## config.mk

```make
export PLATFORM = sky130hd
export DESIGN_NAME = slot_irq_locator
export DESIGN_NICKNAME = d
export VERILOG_FILES = /design/src/rtl/slot_irq_pkg.sv /design/src/rtl/slot_evt_cell.sv /design/src/rtl/slot_evt_bank.sv /design/src/rtl/irq_ctl_reg.sv /design/src/rtl/irq_out_stage.sv /design/src/rtl/slot_irq_locator.sv
export SDC_FILE = /design/constraint.sdc
export NUM_CORES = 1
export LEC_CHECK = 0
export BUFFER_PORTS_ARGS = -buffer_cell sky130_fd_sc_hd__buf_2
export CAP_MARGIN = 5
export CORE_ASPECT_RATIO = 0.8
export CORE_MARGIN = 5
export CORE_UTILIZATION = 30
export CTS_CLUSTER_DIAMETER = 120
export DETAILED_ROUTE_END_ITERATION = 10
export PLACE_DENSITY = 0.58
export SLEW_MARGIN = 20
export SYNTH_ARGS = -nofsm -noshare
export SYNTH_HDL_FRONTEND = slang
export SYNTH_SLANG_ARGS = --single-unit
export TNS_END_PERCENT = 100
```

## constraint.sdc

```tcl
create_clock -name clk -period 5.5 [get_ports clk]
set_clock_uncertainty 0.15 [all_clocks]
set_input_delay 0.825 -clock clk [delete_from_list [all_inputs] [get_ports clk]]
set_output_delay 0.825 -clock clk [all_outputs]
set_load 0.01 [all_outputs]
```

## src/rtl/slot_irq_pkg.sv

```systemverilog
package slot_irq_pkg;
  localparam int WORD_W      = 32;
  localparam int EVT_BITS    = 5;
  localparam int MASK_BITS   = 7;
  localparam int LATCH_LSB   = 16;
  localparam int MASK_LSB    = 24;
  localparam int CTL_ADDR    = 'h20;
  localparam int SLOT_ADDR0  = 'h24;
  localparam int SLOT_STRIDE = 4;
  localparam int MAX_SLOTS   = WORD_W - 1;

  // control word bit positions
  localparam int CTL_GDIS     = 0;
  localparam int CTL_ERRDIS   = 1;
  localparam int CTL_CMDDIS   = 2;
  localparam int CTL_ARBDIS   = 3;
  localparam int CTL_RW_BITS  = 4;
  localparam int CTL_CMDDET   = 16;

  typedef enum int {
    EV_PRESENCE   = 0,
    EV_ISO_FAULT  = 1,
    EV_BUTTON     = 2,
    EV_LEVER      = 3,
    EV_CONN_FAULT = 4
  } evt_bit_e;

  typedef struct packed {
    logic [MASK_BITS-1:0] mask_d;
    logic [EVT_BITS-1:0]  clr;
  } slot_wr_t;
endpackage

```

## src/rtl/slot_evt_cell.sv

```systemverilog
module slot_evt_cell
  import slot_irq_pkg::*;
(
  input  logic                clk,
  input  logic                rst_n,
  input  logic [EVT_BITS-1:0] strobe,
  input  logic                wr_hit,
  input  slot_wr_t            wr,
  output logic [EVT_BITS-1:0] latch_q,
  output logic                pending
);
  logic [MASK_BITS-1:0] mask_q;
  logic [EVT_BITS-1:0]  clr_eff;
  logic                 unused_errdis_mask;

  assign clr_eff = wr_hit ? wr.clr : '0;

  // set wins over clear: strobe is OR-ed after the clear term
  always_ff @(posedge clk) begin
    if (!rst_n) begin
      latch_q <= '0;
      mask_q  <= '1;
    end else begin
      latch_q <= (latch_q & ~clr_eff) | strobe;
      if (wr_hit) mask_q <= wr.mask_d;
    end
  end

  assign pending = |(latch_q & ~mask_q[EVT_BITS-1:0]);
  assign unused_errdis_mask = ^mask_q[MASK_BITS-1:EVT_BITS];
endmodule

```

## src/rtl/slot_evt_bank.sv

```systemverilog
module slot_evt_bank
  import slot_irq_pkg::*;
#(
  parameter int NUM_SLOTS = 8,
  parameter int ADDR_W    = 8
) (
  input  logic                          clk,
  input  logic                          rst_n,
  input  logic [NUM_SLOTS*EVT_BITS-1:0] strobe,
  input  logic                          wr_en,
  input  logic [ADDR_W-1:0]             wr_addr,
  input  slot_wr_t                      wr,
  output logic [NUM_SLOTS-1:0]          pending,
  output logic [NUM_SLOTS*EVT_BITS-1:0] latch_all
);
  for (genvar s = 0; s < NUM_SLOTS; s++) begin : g_slot
    localparam logic [ADDR_W-1:0] SLOT_A = ADDR_W'(SLOT_ADDR0 + SLOT_STRIDE * s);
    logic hit;
    assign hit = wr_en && (wr_addr == SLOT_A);
    slot_evt_cell u_cell (
      .clk     (clk),
      .rst_n   (rst_n),
      .strobe  (strobe[s*EVT_BITS +: EVT_BITS]),
      .wr_hit  (hit),
      .wr      (wr),
      .latch_q (latch_all[s*EVT_BITS +: EVT_BITS]),
      .pending (pending[s])
    );
  end
endmodule

```

## src/rtl/irq_ctl_reg.sv

```systemverilog
module irq_ctl_reg
  import slot_irq_pkg::*;
#(
  parameter int ADDR_W = 8
) (
  input  logic                   clk,
  input  logic                   rst_n,
  input  logic                   cmd_strobe,
  input  logic                   wr_en,
  input  logic [ADDR_W-1:0]      wr_addr,
  input  logic [CTL_RW_BITS-1:0] rw_d,
  input  logic                   cmd_det_clr,
  output logic                   glb_dis,
  output logic                   cmd_dis,
  output logic                   cmd_det
);
  localparam logic [ADDR_W-1:0] CTL_A = ADDR_W'(CTL_ADDR);
  localparam logic [CTL_RW_BITS-1:0] RW_RESET = CTL_RW_BITS'(1) << CTL_GDIS;

  logic [CTL_RW_BITS-1:0] rw_q;
  logic                   hit;
  logic                   unused_errdis_bits;

  assign hit = wr_en && (wr_addr == CTL_A);

  always_ff @(posedge clk) begin
    if (!rst_n) begin
      rw_q    <= RW_RESET;
      cmd_det <= 1'b0;
    end else begin
      if (hit) rw_q <= rw_d;
      cmd_det <= (cmd_det & ~(hit & cmd_det_clr)) | cmd_strobe;
    end
  end

  assign glb_dis = rw_q[CTL_GDIS];
  assign cmd_dis = rw_q[CTL_CMDDIS];
  assign unused_errdis_bits = rw_q[CTL_ERRDIS] ^ rw_q[CTL_ARBDIS];
endmodule

```

## src/rtl/irq_out_stage.sv

```systemverilog
module irq_out_stage
  import slot_irq_pkg::*;
#(
  parameter int NUM_SLOTS = 8
) (
  input  logic                 clk,
  input  logic                 rst_n,
  input  logic                 msi_en,
  input  logic [NUM_SLOTS-1:0] pending,
  input  logic                 cmd_det,
  input  logic                 cmd_dis,
  input  logic                 glb_dis,
  output logic [WORD_W-1:0]    locator,
  output logic                 level,
  output logic                 intx,
  output logic                 msi_pulse
);
  localparam int TOP_BIT = NUM_SLOTS;

  logic last_level_q;

  always_comb begin
    locator            = '0;
    locator[0]         = cmd_det & ~cmd_dis;
    locator[TOP_BIT:1] = pending;
  end

  assign level = ~glb_dis & (|locator);
  assign intx  = level & ~msi_en;

  // last requested level tracks in both modes; pulse only on a rise
  always_ff @(posedge clk) begin
    if (!rst_n) begin
      last_level_q <= 1'b0;
      msi_pulse    <= 1'b0;
    end else begin
      last_level_q <= level;
      msi_pulse    <= msi_en & level & ~last_level_q;
    end
  end
endmodule

```

## src/rtl/slot_irq_locator.sv

```systemverilog
module slot_irq_locator
  import slot_irq_pkg::*;
#(
  parameter int NUM_SLOTS = 8,
  parameter int ADDR_W    = 8
) (
  input  logic                          clk,
  input  logic                          rst_n,
  input  logic                          msi_en,
  input  logic [NUM_SLOTS*EVT_BITS-1:0] evt_strobe,
  input  logic                          cmd_strobe,
  input  logic                          reg_wr,
  input  logic [ADDR_W-1:0]             reg_addr,
  input  logic [WORD_W-1:0]             reg_wdata,
  output logic [WORD_W-1:0]             irq_locator,
  output logic                          irq_level,
  output logic                          intx_out,
  output logic                          msi_pulse
);
  if (NUM_SLOTS < 1 || NUM_SLOTS > MAX_SLOTS) begin : g_bad_cfg
    $error("NUM_SLOTS out of range");
  end

  slot_wr_t                      slot_wr;
  logic [NUM_SLOTS-1:0]          pending;
  logic [NUM_SLOTS*EVT_BITS-1:0] evt_latch_all;
  logic                          glb_dis;
  logic                          cmd_dis;
  logic                          cmd_det;
  logic                          unused_wdata_bits;

  assign slot_wr.clr    = reg_wdata[LATCH_LSB +: EVT_BITS];
  assign slot_wr.mask_d = reg_wdata[MASK_LSB +: MASK_BITS];
  assign unused_wdata_bits = ^{reg_wdata[LATCH_LSB-1:CTL_RW_BITS],
                               reg_wdata[MASK_LSB-1:LATCH_LSB+EVT_BITS],
                               reg_wdata[WORD_W-1:MASK_LSB+MASK_BITS]};

  slot_evt_bank #(.NUM_SLOTS(NUM_SLOTS), .ADDR_W(ADDR_W)) u_bank (
    .clk       (clk),
    .rst_n     (rst_n),
    .strobe    (evt_strobe),
    .wr_en     (reg_wr),
    .wr_addr   (reg_addr),
    .wr        (slot_wr),
    .pending   (pending),
    .latch_all (evt_latch_all)
  );

  irq_ctl_reg #(.ADDR_W(ADDR_W)) u_ctl (
    .clk         (clk),
    .rst_n       (rst_n),
    .cmd_strobe  (cmd_strobe),
    .wr_en       (reg_wr),
    .wr_addr     (reg_addr),
    .rw_d        (reg_wdata[CTL_RW_BITS-1:0]),
    .cmd_det_clr (reg_wdata[CTL_CMDDET]),
    .glb_dis     (glb_dis),
    .cmd_dis     (cmd_dis),
    .cmd_det     (cmd_det)
  );

  irq_out_stage #(.NUM_SLOTS(NUM_SLOTS)) u_out (
    .clk       (clk),
    .rst_n     (rst_n),
    .msi_en    (msi_en),
    .pending   (pending),
    .cmd_det   (cmd_det),
    .cmd_dis   (cmd_dis),
    .glb_dis   (glb_dis),
    .locator   (irq_locator),
    .level     (irq_level),
    .intx      (intx_out),
    .msi_pulse (msi_pulse)
  );
endmodule

```

==> results.md <==
* Global-route wire length before repair at 14800 um
* Worst stage delay on the critical path at 0.91 ns
* Reg power frac at 46.3%
* Final #Nets at 540
* Fraction of layout cells with a size suffix above 1 at 21.3%
* P_sw at 0.308 mW
* Endpoint class of the critical path: output port
* Routed Antenna Nets at 0
* CTS max path bufs at 2
* Sw frac at 22.1%
* Hpwl dp at 6990 um
* VDD IR max at 269 uV
* Netlist cell types at 29
* Synthesized flop and latch total at 85
* FF-to-FF Start: u_bank.g_slot[1].u_cell.mask_q[3]
* Antenna violations before repair at 0
* Final setup viols at 0
* Final-layout worst hold slack at 0.250 ns
* Post-Synthesis Cell Area at 0.00364 mm^2
* Cts hold-fix bufs at 0
* Die Wd at 133 um
* Congestion Overflow GR at 0
* Maxcap violations at 0
* H-tree depth at 3
* IO Count at 120
* Final Critical Period at 3.52 ns
* Number of flops mapped to enable cells by yosys at 0
* HP Start: u_out.last_level_q
* Critical path required time at 4.53 ns
* Fill count at 1219
* Final Max Tran Viols at 0
* Inst Count DP at 596
* Fin crit share at 64.0%
* Die Ht at 109 um
* Vias at 2929
* Pre-CTS WS at 2.28 ns
* DRC at 0
* Top cells by area, synth: dfxtp_1 47%, o21a_1 8.4%, buf_4 6.4%
* CP max FO at 4
* DR vias/cell at 4.79
* First drt pass iteration count at 5
* Most used DFF post-synth: dfxtp_1
* Max_slew headroom at 32.0%
* Setup crit start: u_bank.g_slot[1].u_cell.mask_q[3]
* Int Power at 1.09 mW
* Die area at 0.0145 mm^2
* Most common cell in the netlist: dfxtp_1
* Final Total Pwr at 1.40 mW
* Layout area overhead at 17.6%
* Starting density of the core at 30.3%
* CTS tree: done
* RSZ-0062 raised after global routing: no
* Number of port buffers at 76
* Synthesized instance count at 400
* Clk sink count at 85
* Fmax at 0.284 GHz
* Vias in the first global route at 2898
* Initial DRC count at 200
* Post-Layout Cell Count at 612
* Worst-margin pin slew at 1.01 ns
* Root buffer cell: clkbuf_16
* Leakage power at 1.91 nW
* Final GP Congestion at 0.777
* Yosys warning count at 0
* CTS clk-pin slew, worst paths at 0.06 ns
* Crit path cell chain: inv_1, a222oi_1, o221ai_1, nor4_1, a21oi_1, buf_2
* Rows at 36
* Core Region at 0.0120 mm^2
* Post_cts resized at 0
* Routed WL per cell at 16.0 um
* Power share of the clock group at 46.4%
* Wirelength, routed at 9760 um
* Setup ws final at 1.98 ns
* Ys async rst share at 0%
* Largest net degree at the start of global routing at 44
* Slowest CP cell: nor4_1
* Sequential share of the synthesized area at 46.7%
* Power Density at 326 mW/mm^2
* Setup crit start kind: register
* HP Class: register to register
* Total CTS buffers at 9
* Combinational power share at 7.3%
* Tot GR Track Use at 13.5%
* Area leader, netlist: dfxtp_1
* Setup CP Type: register to output port
* Hold Fails Final Rpt at 0
* Clk Latency, worst-skew pair at 0.33 ns
* Top cells by count, synth: 85 x dfxtp_1, 45 x nand2_1, 43 x inv_1
* Post-CTS Setup Bufs at 0
* Setup_tns at 0 ns
* Critical path arrival at 2.55 ns
* Syn Area/Cell at 9.11 um^2
* Area share of the largest cell type after synthesis at 46.7%
* Number of diodes at 0
* Status: complete, no violations
-- layout by cell type, fill, tap and decap left out, types with 2 or more instances in the layout --
cell,n
nand3b_1,3
inv_1,43
dfxtp_1,85
bufinv_16,2
nand2_1,45
clkinv_2,2
o211ai_1,26
nand3_1,8
a21boi_0,25
conb_1,23
o221ai_1,8
clkbuf_16,9
a21oi_2,2
nor2_1,9
mux2i_1,13
o21a_1,41
buf_2,76
a222oi_1,8
nor4_1,2
a21oi_1,17
-- worst max-delay path: cells and delay by family, from the launching register on --
kind | cells | cell delay, ns
simple gates | 1 | 0.91
compound gates | 3 | 0.74
flops | 1 | 0.31
buf+inv | 2 | 0.24
-- cell type report --
type | instances | area, um^2 | share of cell area, %
clock buffer | 10 | 239 | 5.57
clock inverter | 6 | 86.3 | 2.01
inverter | 43 | 161 | 3.76
multi-input combinational | 239 | 1520 | 35.5
sequential | 85 | 1700 | 39.7
tap | 152 | 190 | 4.44
timing repair buffer | 77 | 388 | 9.05
-- power groups by stage --
| stage | registers [mW] | clock network [mW] | logic (mW) |
|---|---|---|---|
| after detailed placement | 0.660 | 0 | 0.103 |
| after global routing | 0.648 | 0.685 | 0.114 |
| final | 0.647 | 0.648 | 0.102 |
| after global placement | 0.659 | 0 | 0.101 |
| after CTS | 0.646 | 0.666 | 0.103 |
| after floorplan | 0.657 | 0 | 0.0713 |
-- cell families (layout without fill, tap and decap cells) --
kind of cell	after synthesis	after routing	synth area share, %
mux	13	13	3.57
simple gates	73	73	9.30
other cells	1	23	0.103
buf+inv	98	136	13.8
compound gates	130	130	26.5
flops	85	85	46.7
-- sequential cells by signal (all words and copies together), names as in the netlist --
name and count:
u_ctl.rw_q 2, u_ctl.cmd_det 1, u_out.last_level_q 1, u_bank.g_slot.u_cell.mask_q 40
u_out.msi_pulse 1, u_bank.g_slot.u_cell.latch_q 40
-- metal layers --
metal / share of wire [%] / vias up / GRT usage (%) / routed length [um]
met5: 0 / - / 0 / 0
met3: 5.9 / 14 / 4.00 / 578
li1: - / 1443 / - / -
met2: 46 / 106 / 21.3 / 4480
met1: 46 / 1366 / 17.4 / 4530
met4: 1.7 / 0 / 5.58 / 170
-- final timing paths --
path | slack (ns) | depth (start not counted) | endpoint
worst max-delay path | 1.98 | 6 | irq_level
worst min-delay path | 0.25 | 1 | u_out.msi_pulse
worst max register to register | 3.04 | 5 | u_out.msi_pulse
worst min register to register | 0.25 | 1 | u_out.msi_pulse
-- stage by stage --
step	instance area, um^2	util, %
global route	4290	35.7
detailed placement	3960	32.9
global placement	3960	32.9
CTS	4290	35.7
finish	4290	35.7
floorplan	3730	-
No activity file was read; power rests on OpenSTA's default activity.
